===== src/rtl/tfg_pkg.sv =====
package tfg_pkg;
  localparam int LINES_PER_CODE = 6;
  localparam int HDR_LINES      = 30;
  localparam int WORD_LINES     = 4;
  localparam int WORD_W         = 12;
  localparam int SUM_W          = 6;

  localparam logic [5:0] CODE_REV_END = 6'o55;
  localparam logic [5:0] CODE_GAP     = 6'o25;
  localparam logic [5:0] CODE_BLK_FWD = 6'o26;
  localparam logic [5:0] CODE_GUARD_R = 6'o32;
  localparam logic [5:0] CODE_LEAD    = 6'o10;
  localparam logic [5:0] CODE_DATA    = 6'o70;
  localparam logic [5:0] CODE_TAIL    = 6'o73;
  localparam logic [5:0] CODE_GUARD_F = 6'o51;
  localparam logic [5:0] CODE_BLK_REV = 6'o45;
  localparam logic [5:0] CODE_FWD_END = 6'o22;

  typedef enum logic [2:0] {
    ZN_REV_END, ZN_REV_GAP, ZN_BLOCK, ZN_FWD_GAP, ZN_FWD_END
  } zone_e;

  typedef enum logic [1:0] {ST_IDLE, ST_EVAL, ST_WAIT} ctrlState_e;

  typedef struct packed {
    logic capture;
    logic emit;
    logic sumStart;
  } strobe_t;
endpackage


===== src/rtl/tfg_mark.sv =====
module tfg_mark import tfg_pkg::*; #(
  parameter int CIDX_W     = 7,
  parameter int DATA_CODES = 86,
  parameter int BLK_CODES  = 96
) (
  input  zone_e             zone,
  input  logic [CIDX_W-1:0] codeIdx,
  input  logic [2:0]        bitIdx,
  output logic              markNext
);
  localparam logic [CIDX_W-1:0] I_LEAD0  = CIDX_W'(3);
  localparam logic [CIDX_W-1:0] I_DATA0  = CIDX_W'(7);
  localparam logic [CIDX_W-1:0] I_TAIL0  = CIDX_W'(3 + DATA_CODES);
  localparam logic [CIDX_W-1:0] I_GUARDF = CIDX_W'(BLK_CODES - 3);
  localparam logic [CIDX_W-1:0] I_BLKREV = CIDX_W'(BLK_CODES - 2);

  logic [5:0] blkCode;
  logic [5:0] code;

  always_comb begin
    if (codeIdx == '0)                blkCode = CODE_GAP;
    else if (codeIdx == CIDX_W'(1))   blkCode = CODE_BLK_FWD;
    else if (codeIdx == CIDX_W'(2))   blkCode = CODE_GUARD_R;
    else if (codeIdx < I_DATA0)       blkCode = CODE_LEAD;
    else if (codeIdx < I_TAIL0)       blkCode = CODE_DATA;
    else if (codeIdx < I_GUARDF)      blkCode = CODE_TAIL;
    else if (codeIdx == I_GUARDF)     blkCode = CODE_GUARD_F;
    else if (codeIdx == I_BLKREV)     blkCode = CODE_BLK_REV;
    else                              blkCode = CODE_GAP;
  end

  always_comb begin
    unique case (zone)
      ZN_REV_END: code = CODE_REV_END;
      ZN_REV_GAP: code = CODE_GAP;
      ZN_BLOCK:   code = blkCode;
      ZN_FWD_GAP: code = CODE_GAP;
      default:    code = CODE_FWD_END;
    endcase
  end

  assign markNext = code[3'd5 - bitIdx];

  always_comb begin
    if (zone == ZN_BLOCK && codeIdx >= I_LEAD0 && codeIdx < I_DATA0)
      assert (blkCode == CODE_LEAD) else $error("AST_LEAD_RUN");
  end
endmodule


===== src/rtl/tfg_ctrl.sv =====
module tfg_ctrl import tfg_pkg::*; (
  input  logic    clk,
  input  logic    rstN,
  input  logic    lineReq,
  input  logic    needSum,
  input  logic    sumOk,
  input  logic    wantStart,
  input  logic    sumBusy,
  output strobe_t stb
);
  ctrlState_e state, stateNext;

  always_comb begin
    stb       = '0;
    stateNext = state;
    unique case (state)
      ST_IDLE: if (lineReq) begin
        stb.capture = 1'b1;
        stateNext   = ST_EVAL;
      end
      ST_EVAL: begin
        stb.sumStart = wantStart;
        if (needSum && !sumOk) stateNext = ST_WAIT;
        else begin
          stb.emit  = 1'b1;
          stateNext = ST_IDLE;
        end
      end
      ST_WAIT: if (sumOk) begin
        stb.emit  = 1'b1;
        stateNext = ST_IDLE;
      end
      default: stateNext = ST_IDLE;
    endcase
  end

  always_ff @(posedge clk or negedge rstN) begin
    if (!rstN) state <= ST_IDLE;
    else       state <= stateNext;
  end

  AST_REQ_WHEN_IDLE: assert property (@(posedge clk) disable iff (!rstN)
    lineReq |-> state == ST_IDLE);
  AST_WAIT_HAS_PASS: assert property (@(posedge clk) disable iff (!rstN)
    (state == ST_WAIT && !sumOk) |-> sumBusy);
endmodule


===== src/rtl/tfg_csum.sv =====
module tfg_csum import tfg_pkg::*; #(
  parameter int BLK_W      = 11,
  parameter int ADDR_W     = 18,
  parameter int WCNT_W     = 8,
  parameter int DATA_WORDS = 129
) (
  input  logic              clk,
  input  logic              rstN,
  input  logic              start,
  input  logic [BLK_W-1:0]  startBlk,
  input  logic [WORD_W-1:0] sumData,
  output logic [ADDR_W-1:0] sumAddr,
  output logic              busy,
  output logic              tgtValid,
  output logic [BLK_W-1:0]  tgtBlk,
  output logic [SUM_W-1:0]  sumVal
);
  localparam logic [WCNT_W-1:0] LAST_W = WCNT_W'(DATA_WORDS - 1);

  logic [WCNT_W-1:0] cnt;
  logic [WORD_W-1:0] acc, accNext;

  assign accNext = acc ^ ~sumData;
  assign sumAddr = ADDR_W'(tgtBlk) * ADDR_W'(DATA_WORDS) + ADDR_W'(cnt);

  always_ff @(posedge clk or negedge rstN) begin
    if (!rstN) begin
      busy <= 1'b0; tgtValid <= 1'b0; tgtBlk <= '0;
      cnt <= '0; acc <= '0; sumVal <= '0;
    end else if (start) begin
      busy <= 1'b1; tgtValid <= 1'b1; tgtBlk <= startBlk;
      cnt <= '0; acc <= '1;
    end else if (busy) begin
      acc <= accNext;
      cnt <= cnt + 1'b1;
      if (cnt == LAST_W) begin
        busy   <= 1'b0;
        sumVal <= accNext[11:6] ^ accNext[5:0];
      end
    end
  end

  AST_CNT_RANGE: assert property (@(posedge clk) disable iff (!rstN)
    busy |-> cnt <= LAST_W);
  AST_PASS_LENGTH: assert property (@(posedge clk) disable iff (!rstN)
    ($fell(busy) && !$past(start)) |-> $past(cnt) == LAST_W);
endmodule


===== src/rtl/tfg_dpath.sv =====
module tfg_dpath import tfg_pkg::*; #(
  parameter int POS_W       = 20,
  parameter int BLK_W       = 11,
  parameter int ADDR_W      = 18,
  parameter int OFF_W       = 10,
  parameter int CIDX_W      = 7,
  parameter int WCNT_W      = 8,
  parameter int DATA_WORDS  = 129,
  parameter int DATA_LINES  = 516,
  parameter int BLK_LINES   = 576,
  parameter int REV_END_TOP = 47952,
  parameter int DATA_START  = 49152,
  parameter int DATA_END    = 898176,
  parameter int FWD_GAP_TOP = 899376
) (
  input  logic              clk,
  input  logic              rstN,
  input  strobe_t           stb,
  input  logic [POS_W-1:0]  linePos,
  input  logic              writeMode,
  input  logic [2:0]        wrData,
  input  logic [WORD_W-1:0] rdData,
  input  logic              markNext,
  input  logic              tgtValid,
  input  logic [BLK_W-1:0]  tgtBlk,
  input  logic              sumBusy,
  input  logic [SUM_W-1:0]  sumVal,
  output logic [ADDR_W-1:0] rdAddr,
  output zone_e             zone,
  output logic [CIDX_W-1:0] codeIdx,
  output logic [2:0]        bitIdx,
  output logic [BLK_W-1:0]  blk,
  output logic              needSum,
  output logic              wantStart,
  output logic              sumOk,
  output logic              outValid,
  output logic              markBit,
  output logic [2:0]        dataNib,
  output logic              wrEn,
  output logic [ADDR_W-1:0] wrAddr,
  output logic [1:0]        wrNibSel,
  output logic [2:0]        wrNib
);
  localparam logic [POS_W-1:0] P_REV_END = POS_W'(REV_END_TOP);
  localparam logic [POS_W-1:0] P_DSTART  = POS_W'(DATA_START);
  localparam logic [POS_W-1:0] P_DEND    = POS_W'(DATA_END);
  localparam logic [POS_W-1:0] P_FWD_GAP = POS_W'(FWD_GAP_TOP);
  localparam logic [POS_W-1:0] P_BLKL    = POS_W'(BLK_LINES);
  localparam logic [POS_W-1:0] P_SIX     = POS_W'(LINES_PER_CODE);
  localparam logic [OFF_W-1:0] O_HDR     = OFF_W'(HDR_LINES);
  localparam logic [OFF_W-1:0] O_TRL     = OFF_W'(HDR_LINES + DATA_LINES);
  localparam logic [OFF_W-1:0] O_SIX     = OFF_W'(LINES_PER_CODE);

  logic [POS_W-1:0] posQ, relPos;
  logic             wrQ;
  logic [2:0]       wdQ;
  logic [OFF_W-1:0] off, dOff, tOff;
  logic [WCNT_W-1:0] wordIdx;
  logic [1:0]       nibSel;
  logic [11:0]      blk12;
  logic             inHdr, inData, inTrl;
  logic [2:0]       hdrNib, datNib, trlNib, nibNext;

  always_ff @(posedge clk or negedge rstN) begin
    if (!rstN) begin
      posQ <= '0; wrQ <= 1'b0; wdQ <= '0;
    end else if (stb.capture) begin
      posQ <= linePos; wrQ <= writeMode; wdQ <= wrData;
    end
  end

  // position decode
  always_comb begin
    if (posQ < P_REV_END)      zone = ZN_REV_END;
    else if (posQ < P_DSTART)  zone = ZN_REV_GAP;
    else if (posQ < P_DEND)    zone = ZN_BLOCK;
    else if (posQ < P_FWD_GAP) zone = ZN_FWD_GAP;
    else                       zone = ZN_FWD_END;
  end

  assign relPos  = posQ - P_DSTART;
  assign blk     = BLK_W'(relPos / P_BLKL);
  assign off     = OFF_W'(relPos % P_BLKL);
  assign codeIdx = CIDX_W'(off / O_SIX);
  assign bitIdx  = 3'(posQ % P_SIX);
  assign blk12   = 12'(blk);

  assign inHdr   = off < O_HDR;
  assign inData  = !inHdr && off < O_TRL;
  assign inTrl   = !inHdr && !inData;
  assign dOff    = off - O_HDR;
  assign tOff    = off - O_TRL;
  assign wordIdx = WCNT_W'(dOff >> 2);
  assign nibSel  = dOff[1:0];
  assign rdAddr  = ADDR_W'(blk) * ADDR_W'(DATA_WORDS) + ADDR_W'(wordIdx);

  // synthesized header nibble
  always_comb begin
    hdrNib = 3'd0;
    if (off == OFF_W'(8))       hdrNib = blk12[11:9];
    else if (off == OFF_W'(9))  hdrNib = blk12[8:6];
    else if (off == OFF_W'(10)) hdrNib = blk12[5:3];
    else if (off == OFF_W'(11)) hdrNib = blk12[2:0];
    else if (off >= OFF_W'(24)) hdrNib = 3'd7;
  end

  // data word nibble, upper first
  always_comb begin
    unique case (nibSel)
      2'd0: datNib = rdData[11:9];
      2'd1: datNib = rdData[8:6];
      2'd2: datNib = rdData[5:3];
      default: datNib = rdData[2:0];
    endcase
  end

  // synthesized trailer nibble
  always_comb begin
    trlNib = 3'd0;
    if (tOff == '0)                trlNib = sumVal[5:3];
    else if (tOff == OFF_W'(1))    trlNib = sumVal[2:0];
    else if (tOff == OFF_W'(18))   trlNib = ~blk12[2:0];
    else if (tOff == OFF_W'(19))   trlNib = ~blk12[5:3];
    else if (tOff == OFF_W'(20))   trlNib = ~blk12[8:6];
    else if (tOff == OFF_W'(21))   trlNib = ~blk12[11:9];
  end

  always_comb begin
    nibNext = 3'd0;
    if (zone == ZN_BLOCK && !wrQ) begin
      if (inHdr)       nibNext = hdrNib;
      else if (inData) nibNext = datNib;
      else             nibNext = trlNib;
    end
  end

  assign sumOk     = tgtValid && !sumBusy && tgtBlk == blk;
  assign wantStart = !wrQ && zone == ZN_BLOCK && !(tgtValid && tgtBlk == blk);
  assign needSum   = !wrQ && zone == ZN_BLOCK && inTrl && tOff < OFF_W'(2);

  always_ff @(posedge clk or negedge rstN) begin
    if (!rstN) begin
      outValid <= 1'b0; markBit <= 1'b0; dataNib <= '0;
      wrEn <= 1'b0; wrAddr <= '0; wrNibSel <= '0; wrNib <= '0;
    end else begin
      outValid <= stb.emit;
      wrEn     <= stb.emit && wrQ && zone == ZN_BLOCK && inData;
      if (stb.emit) begin
        markBit  <= markNext;
        dataNib  <= nibNext;
        wrAddr   <= rdAddr;
        wrNibSel <= nibSel;
        wrNib    <= wdQ;
      end
    end
  end

  AST_WR_NIB_QUIET: assert property (@(posedge clk) disable iff (!rstN)
    wrEn |-> dataNib == 3'd0);
  AST_VALID_PULSE: assert property (@(posedge clk) disable iff (!rstN)
    outValid |=> !outValid);
  AST_EMIT_HAS_SUM: assert property (@(posedge clk) disable iff (!rstN)
    (stb.emit && needSum) |-> sumOk);
endmodule


===== src/rtl/tape_fmt_gen.sv =====
module tape_fmt_gen import tfg_pkg::*; #(
  parameter int BLOCKS     = 1474,
  parameter int DATA_WORDS = 129,
  parameter int END_CODES  = 8192,
  parameter int GAP_CODES  = 200,
  localparam int DATA_LINES  = DATA_WORDS * WORD_LINES,
  localparam int BLK_LINES   = 2 * HDR_LINES + DATA_LINES,
  localparam int BLK_CODES   = BLK_LINES / LINES_PER_CODE,
  localparam int DATA_CODES  = DATA_LINES / LINES_PER_CODE,
  localparam int END_LINES   = END_CODES * LINES_PER_CODE,
  localparam int GAP_LINES   = GAP_CODES * LINES_PER_CODE,
  localparam int DATA_START  = END_LINES,
  localparam int DATA_END    = DATA_START + BLOCKS * BLK_LINES,
  localparam int TOTAL_LINES = DATA_END + END_LINES,
  localparam int POS_W       = $clog2(TOTAL_LINES),
  localparam int ADDR_W      = $clog2(BLOCKS * DATA_WORDS),
  localparam int BLK_W       = $clog2(BLOCKS),
  localparam int OFF_W       = $clog2(BLK_LINES),
  localparam int CIDX_W      = $clog2(BLK_CODES),
  localparam int WCNT_W      = $clog2(DATA_WORDS)
) (
  input  logic              clk,
  input  logic              rstN,
  input  logic              lineReq,
  input  logic [POS_W-1:0]  linePos,
  input  logic              writeMode,
  input  logic [2:0]        wrData,
  output logic [ADDR_W-1:0] rdAddr,
  input  logic [11:0]       rdData,
  output logic [ADDR_W-1:0] sumAddr,
  input  logic [11:0]       sumData,
  output logic              outValid,
  output logic              markBit,
  output logic [2:0]        dataNib,
  output logic              wrEn,
  output logic [ADDR_W-1:0] wrAddr,
  output logic [1:0]        wrNibSel,
  output logic [2:0]        wrNib
);
  strobe_t           stb;
  zone_e             zone;
  logic [CIDX_W-1:0] codeIdx;
  logic [2:0]        bitIdx;
  logic [BLK_W-1:0]  blk, tgtBlk;
  logic              needSum, wantStart, sumOk, sumBusy, tgtValid, markNext;
  logic [SUM_W-1:0]  sumVal;

  tfg_ctrl u_ctrl (
    .clk, .rstN, .lineReq, .needSum, .sumOk, .wantStart,
    .sumBusy, .stb
  );

  tfg_mark #(.CIDX_W(CIDX_W), .DATA_CODES(DATA_CODES), .BLK_CODES(BLK_CODES)) u_mark (
    .zone, .codeIdx, .bitIdx, .markNext
  );

  tfg_csum #(.BLK_W(BLK_W), .ADDR_W(ADDR_W), .WCNT_W(WCNT_W), .DATA_WORDS(DATA_WORDS)) u_csum (
    .clk, .rstN, .start(stb.sumStart), .startBlk(blk), .sumData,
    .sumAddr, .busy(sumBusy), .tgtValid, .tgtBlk, .sumVal
  );

  tfg_dpath #(
    .POS_W(POS_W), .BLK_W(BLK_W), .ADDR_W(ADDR_W), .OFF_W(OFF_W),
    .CIDX_W(CIDX_W), .WCNT_W(WCNT_W), .DATA_WORDS(DATA_WORDS),
    .DATA_LINES(DATA_LINES), .BLK_LINES(BLK_LINES),
    .REV_END_TOP(END_LINES - GAP_LINES), .DATA_START(DATA_START),
    .DATA_END(DATA_END), .FWD_GAP_TOP(DATA_END + GAP_LINES)
  ) u_dpath (
    .clk, .rstN, .stb, .linePos, .writeMode, .wrData, .rdData,
    .markNext, .tgtValid, .tgtBlk, .sumBusy, .sumVal,
    .rdAddr, .zone, .codeIdx, .bitIdx, .blk, .needSum, .wantStart, .sumOk,
    .outValid, .markBit, .dataNib, .wrEn, .wrAddr, .wrNibSel, .wrNib
  );
endmodule


===== config.mk =====
export PLATFORM = sky130hd
export DESIGN_NAME = tape_fmt_gen
export DESIGN_NICKNAME = d
export VERILOG_FILES = /design/src/rtl/tfg_pkg.sv /design/src/rtl/tfg_mark.sv /design/src/rtl/tfg_ctrl.sv /design/src/rtl/tfg_csum.sv /design/src/rtl/tfg_dpath.sv /design/src/rtl/tape_fmt_gen.sv
export SDC_FILE = /design/constraint.sdc
export NUM_CORES = 1
export LEC_CHECK = 0
export BUFFER_PORTS_ARGS = -buffer_cell sky130_fd_sc_hd__buf_2
export CORE_MARGIN = 4
export CORE_UTILIZATION = 45
export CTS_CLUSTER_SIZE = 8
export DETAILED_ROUTE_END_ITERATION = 12
export HOLD_SLACK_MARGIN = 0.12
export PLACE_DENSITY = 0.68
export SLEW_MARGIN = 20
export SYNTH_ARGS = -nofsm -noshare
export SYNTH_HDL_FRONTEND = slang
export SYNTH_SLANG_ARGS = --single-unit

===== constraint.sdc =====
create_clock -name clk -period 11.9 [get_ports clk]
set_clock_uncertainty 0.2 [all_clocks]
set_input_delay 0.595 -clock clk [delete_from_list [all_inputs] [get_ports clk]]
set_output_delay 0.595 -clock clk [all_outputs]
set_load 0.1 [all_outputs]

==> impl_results.md <==
- Die Ht: 164 um
- Vias per cell: roughly 6.0
- Post-synth net total: 1459
- Initial Util: approximately 46%
- Critical Path Fanout Max: 21
- Crit path time final: roughly 11 ns
- CP dominant cell by count: ha_1
- Worst Setup Path Type: reg -> out
- Ys Warns: 0
- Post-synthesis sequential area ratio: between 20% and 30%
- Post-synthesis cell count: 1314
- Post-Syn Area per Cell: 8.33 um2
- Post-route cell area: ~12000 um2
- Max frequency: between 0.08 and 0.09 GHz
- GRT Util Overall: 22.5%
- Initial antenna violation count: 1
- RSZ-0062 raised after global routing: yes
- Core Area: 23700 um2
- CP Data Arrival Time: roughly 10 ns
- Critical path endpoint category: output port
- TritonCTS Buffers: 9
- Hold Crit Class: in -> reg
- Worst hold slack: 0.265 ns
- First-pass GRT wire length: 49800 um
- Gp weighted congestion: 0.940
- Die X: about 160 um
- Clk buf depth: 2
- Pre-CTS setup slack: 0.787 ns
- Commonest non-fill, non-tap cells in the layout: buf_2, nor2_1, nand2_1
- Via count: 10200
- Max-Cap Viols: 0
- Max stage delay cell, worst path: or4_4
- Final hold violation count: 0
- Outcome: finished clean
- Pins Over Slew Limit: 0
- Worst slew margin: around 33%
- Fin nets: about 1500
- Synthesized area: 10900 um2
- Sink Count: 94
- I/O pins: ~120
- Most common cell after layout, fill and taps aside: buf_2
- Remaining antenna violation count after routing: 0
- Async SR Flop Fraction: 100%
- IO buf count: approximately 120
- Required @ worst endpoint: around 11 ns
- Hpwl dp: 22900 um
- Per-cell routed wire length: between 15 and 20 um
- Placed cell area: between 10000 and 15000 um2
- Count of different cell masters after synthesis: 117
- Drt drc: 0
- Root Driver: clkbuf_16
- Pin count of the biggest net entering global routing: between 70 and 80
- Worst-Skew Late Latency: between 0.3 and 0.4 ns
- Row count: 56
- Layout cells sized above 1: 20.5%
- CTS tree: yes
- Startpoint Class: flip-flop
- Initial DRC Count: 909
- DRT Wirelength: 30300 um
- Slew @ Worst Pin: 1.00 ns
- CTS H-tree lvls: 3
- Die area: roughly 27000 um2
- Number of synthesized flops with an enable pin: 0
- DRT Pass-1 Iters: 7
- Total gr overflow: 0
- Seq cells post-synth: 94
- Vias in the first global route: 9680
- Final period utilization: ~94%
- Ys flop type: dfrtp_1
- CP peak stage delay: slightly below 0.6 ns
- Clock slew at reported path FFs: about 0.080 ns
- Worst Slack Setup Final: approximately 0.77 ns
- Synthesis-to-layout area growth: 10.8%
- Final setup vio count: 0
per-stage QoR:
stage / std cells / util [%] / TNS (ns)
finish: 1703 / 51.2 / 0
global route: 1702 / 51.2 / -0.0624
CTS: 1700 / 50.9 / 0
detailed placement: 1683 / 49.6 / 0
global placement: 1683 / 49.6 / 0
floorplan: 1314 / - / 0
area by class of cell:
cell class	instances	area (um2)
well taps	319	399
diodes	1	2.50
clock inverters	6	72.6
inverters	74	278
multi-input cells	1056	7960
flip-flops and latches	94	2350
clock buffers	10	229
fillers	2307	11600
repair buffers	143	836
state kept, by name (all words and copies together), names as in the netlist:
register	count
u_dpath.wrEn	1
u_dpath.outValid	1
u_csum.cnt	8
u_csum.acc	12
u_csum.sumVal	6
u_dpath.wdQ	3
u_dpath.wrNib	3
u_dpath.wrNibSel	2
u_csum.tgtValid	1
u_csum.busy	1
u_dpath.posQ	20
u_ctrl.state	2
u_csum.tgtBlk	11
u_dpath.markBit	1
u_dpath.wrQ	1
u_dpath.dataNib	3
u_dpath.wrAddr	18
cells by family (layout without fill, tap and decap cells):
kind of cell,Yosys count,in the layout,synth area share [%]
compound gates,372,372,25.8
buf+inv,164,233,6.34
flops,94,94,21.5
other cells,0,1,0
xor+xnor,107,107,8.70
simple gates,401,401,17.8
fa+ha+maj,97,97,11.4
mux,79,79,8.46
worst paths after layout:
path / start / to / slack (ns) / cells after the start
worst max register to register: u_dpath.posQ[15] / u_dpath.wrAddr[17] / 1.65 / 39
max in group asynchronous: rstN / u_dpath.posQ[16] / 9.75 / 3
worst min register to register: u_csum.tgtValid / u_csum.tgtValid / 0.28 / 1
worst min-delay path: linePos[19] / u_dpath.posQ[19] / 0.27 / 2
worst max-delay path: u_dpath.posQ[15] / rdAddr[17] / 0.77 / 39
min in group asynchronous: rstN / u_dpath.wrAddr[3] / 0.46 / 2
timing repair:
action,CTS,global route
hold endpoints to repair,22,0
resized for setup,0,8
setup buffers,0,2
hold buffers,1,0
setup endpoints to repair,0,7
per-layer routing:
layer  track usage, %  up-vias  share of wire [%]
met2             36.2      336                 46
met5                0        -                  0
met3             4.29       47                6.1
met1             31.3     4879                 47
li1                 -     4945                  -
met4             5.87        0                1.8
worst max-delay path: cells and delay by family (launching register included):
kind	cells	cell delay [ns]
AO/OA/AOI/OAI	20	5.17
XOR/XNOR	1	0.09
adder cells (fa/ha/maj)	6	2.04
buffers and inverters	5	0.81
flip-flops	1	0.39
AND/OR/NAND/NOR	7	1.47
Yosys cell counts (9+ instances only):
cell | n | area, um2
o21a_1 | 9 | 67.6
a211oi_1 | 13 | 97.6
xnor2_1 | 84 | 736
nor3_1 | 34 | 170
or2_2 | 9 | 56.3
a21oi_1 | 78 | 390
and3_1 | 10 | 62.6
o2111ai_1 | 9 | 78.8
nor2_1 | 109 | 409
nand3_1 | 40 | 200
ha_1 | 88 | 1100
o21bai_1 | 17 | 128
nand2_1 | 100 | 375
o21ai_1 | 10 | 50.1
o21ai_0 | 55 | 275
inv_1 | 68 | 255
nand4_1 | 11 | 68.8
mux2_2 | 56 | 631
nor2b_1 | 12 | 75.1
clkbuf_1 | 58 | 218
nand2b_1 | 17 | 106
xor2_1 | 21 | 184
a31oi_1 | 14 | 87.6
buf_2 | 15 | 75.1
mux2i_1 | 13 | 130
dfrtp_1 | 94 | 2350
and2_1 | 13 | 81.3
o211ai_1 | 17 | 128
or3_1 | 10 | 62.6
Power is not shown: default switching activity piles up to over one toggle a cycle in this logic, so the estimate is an artifact.
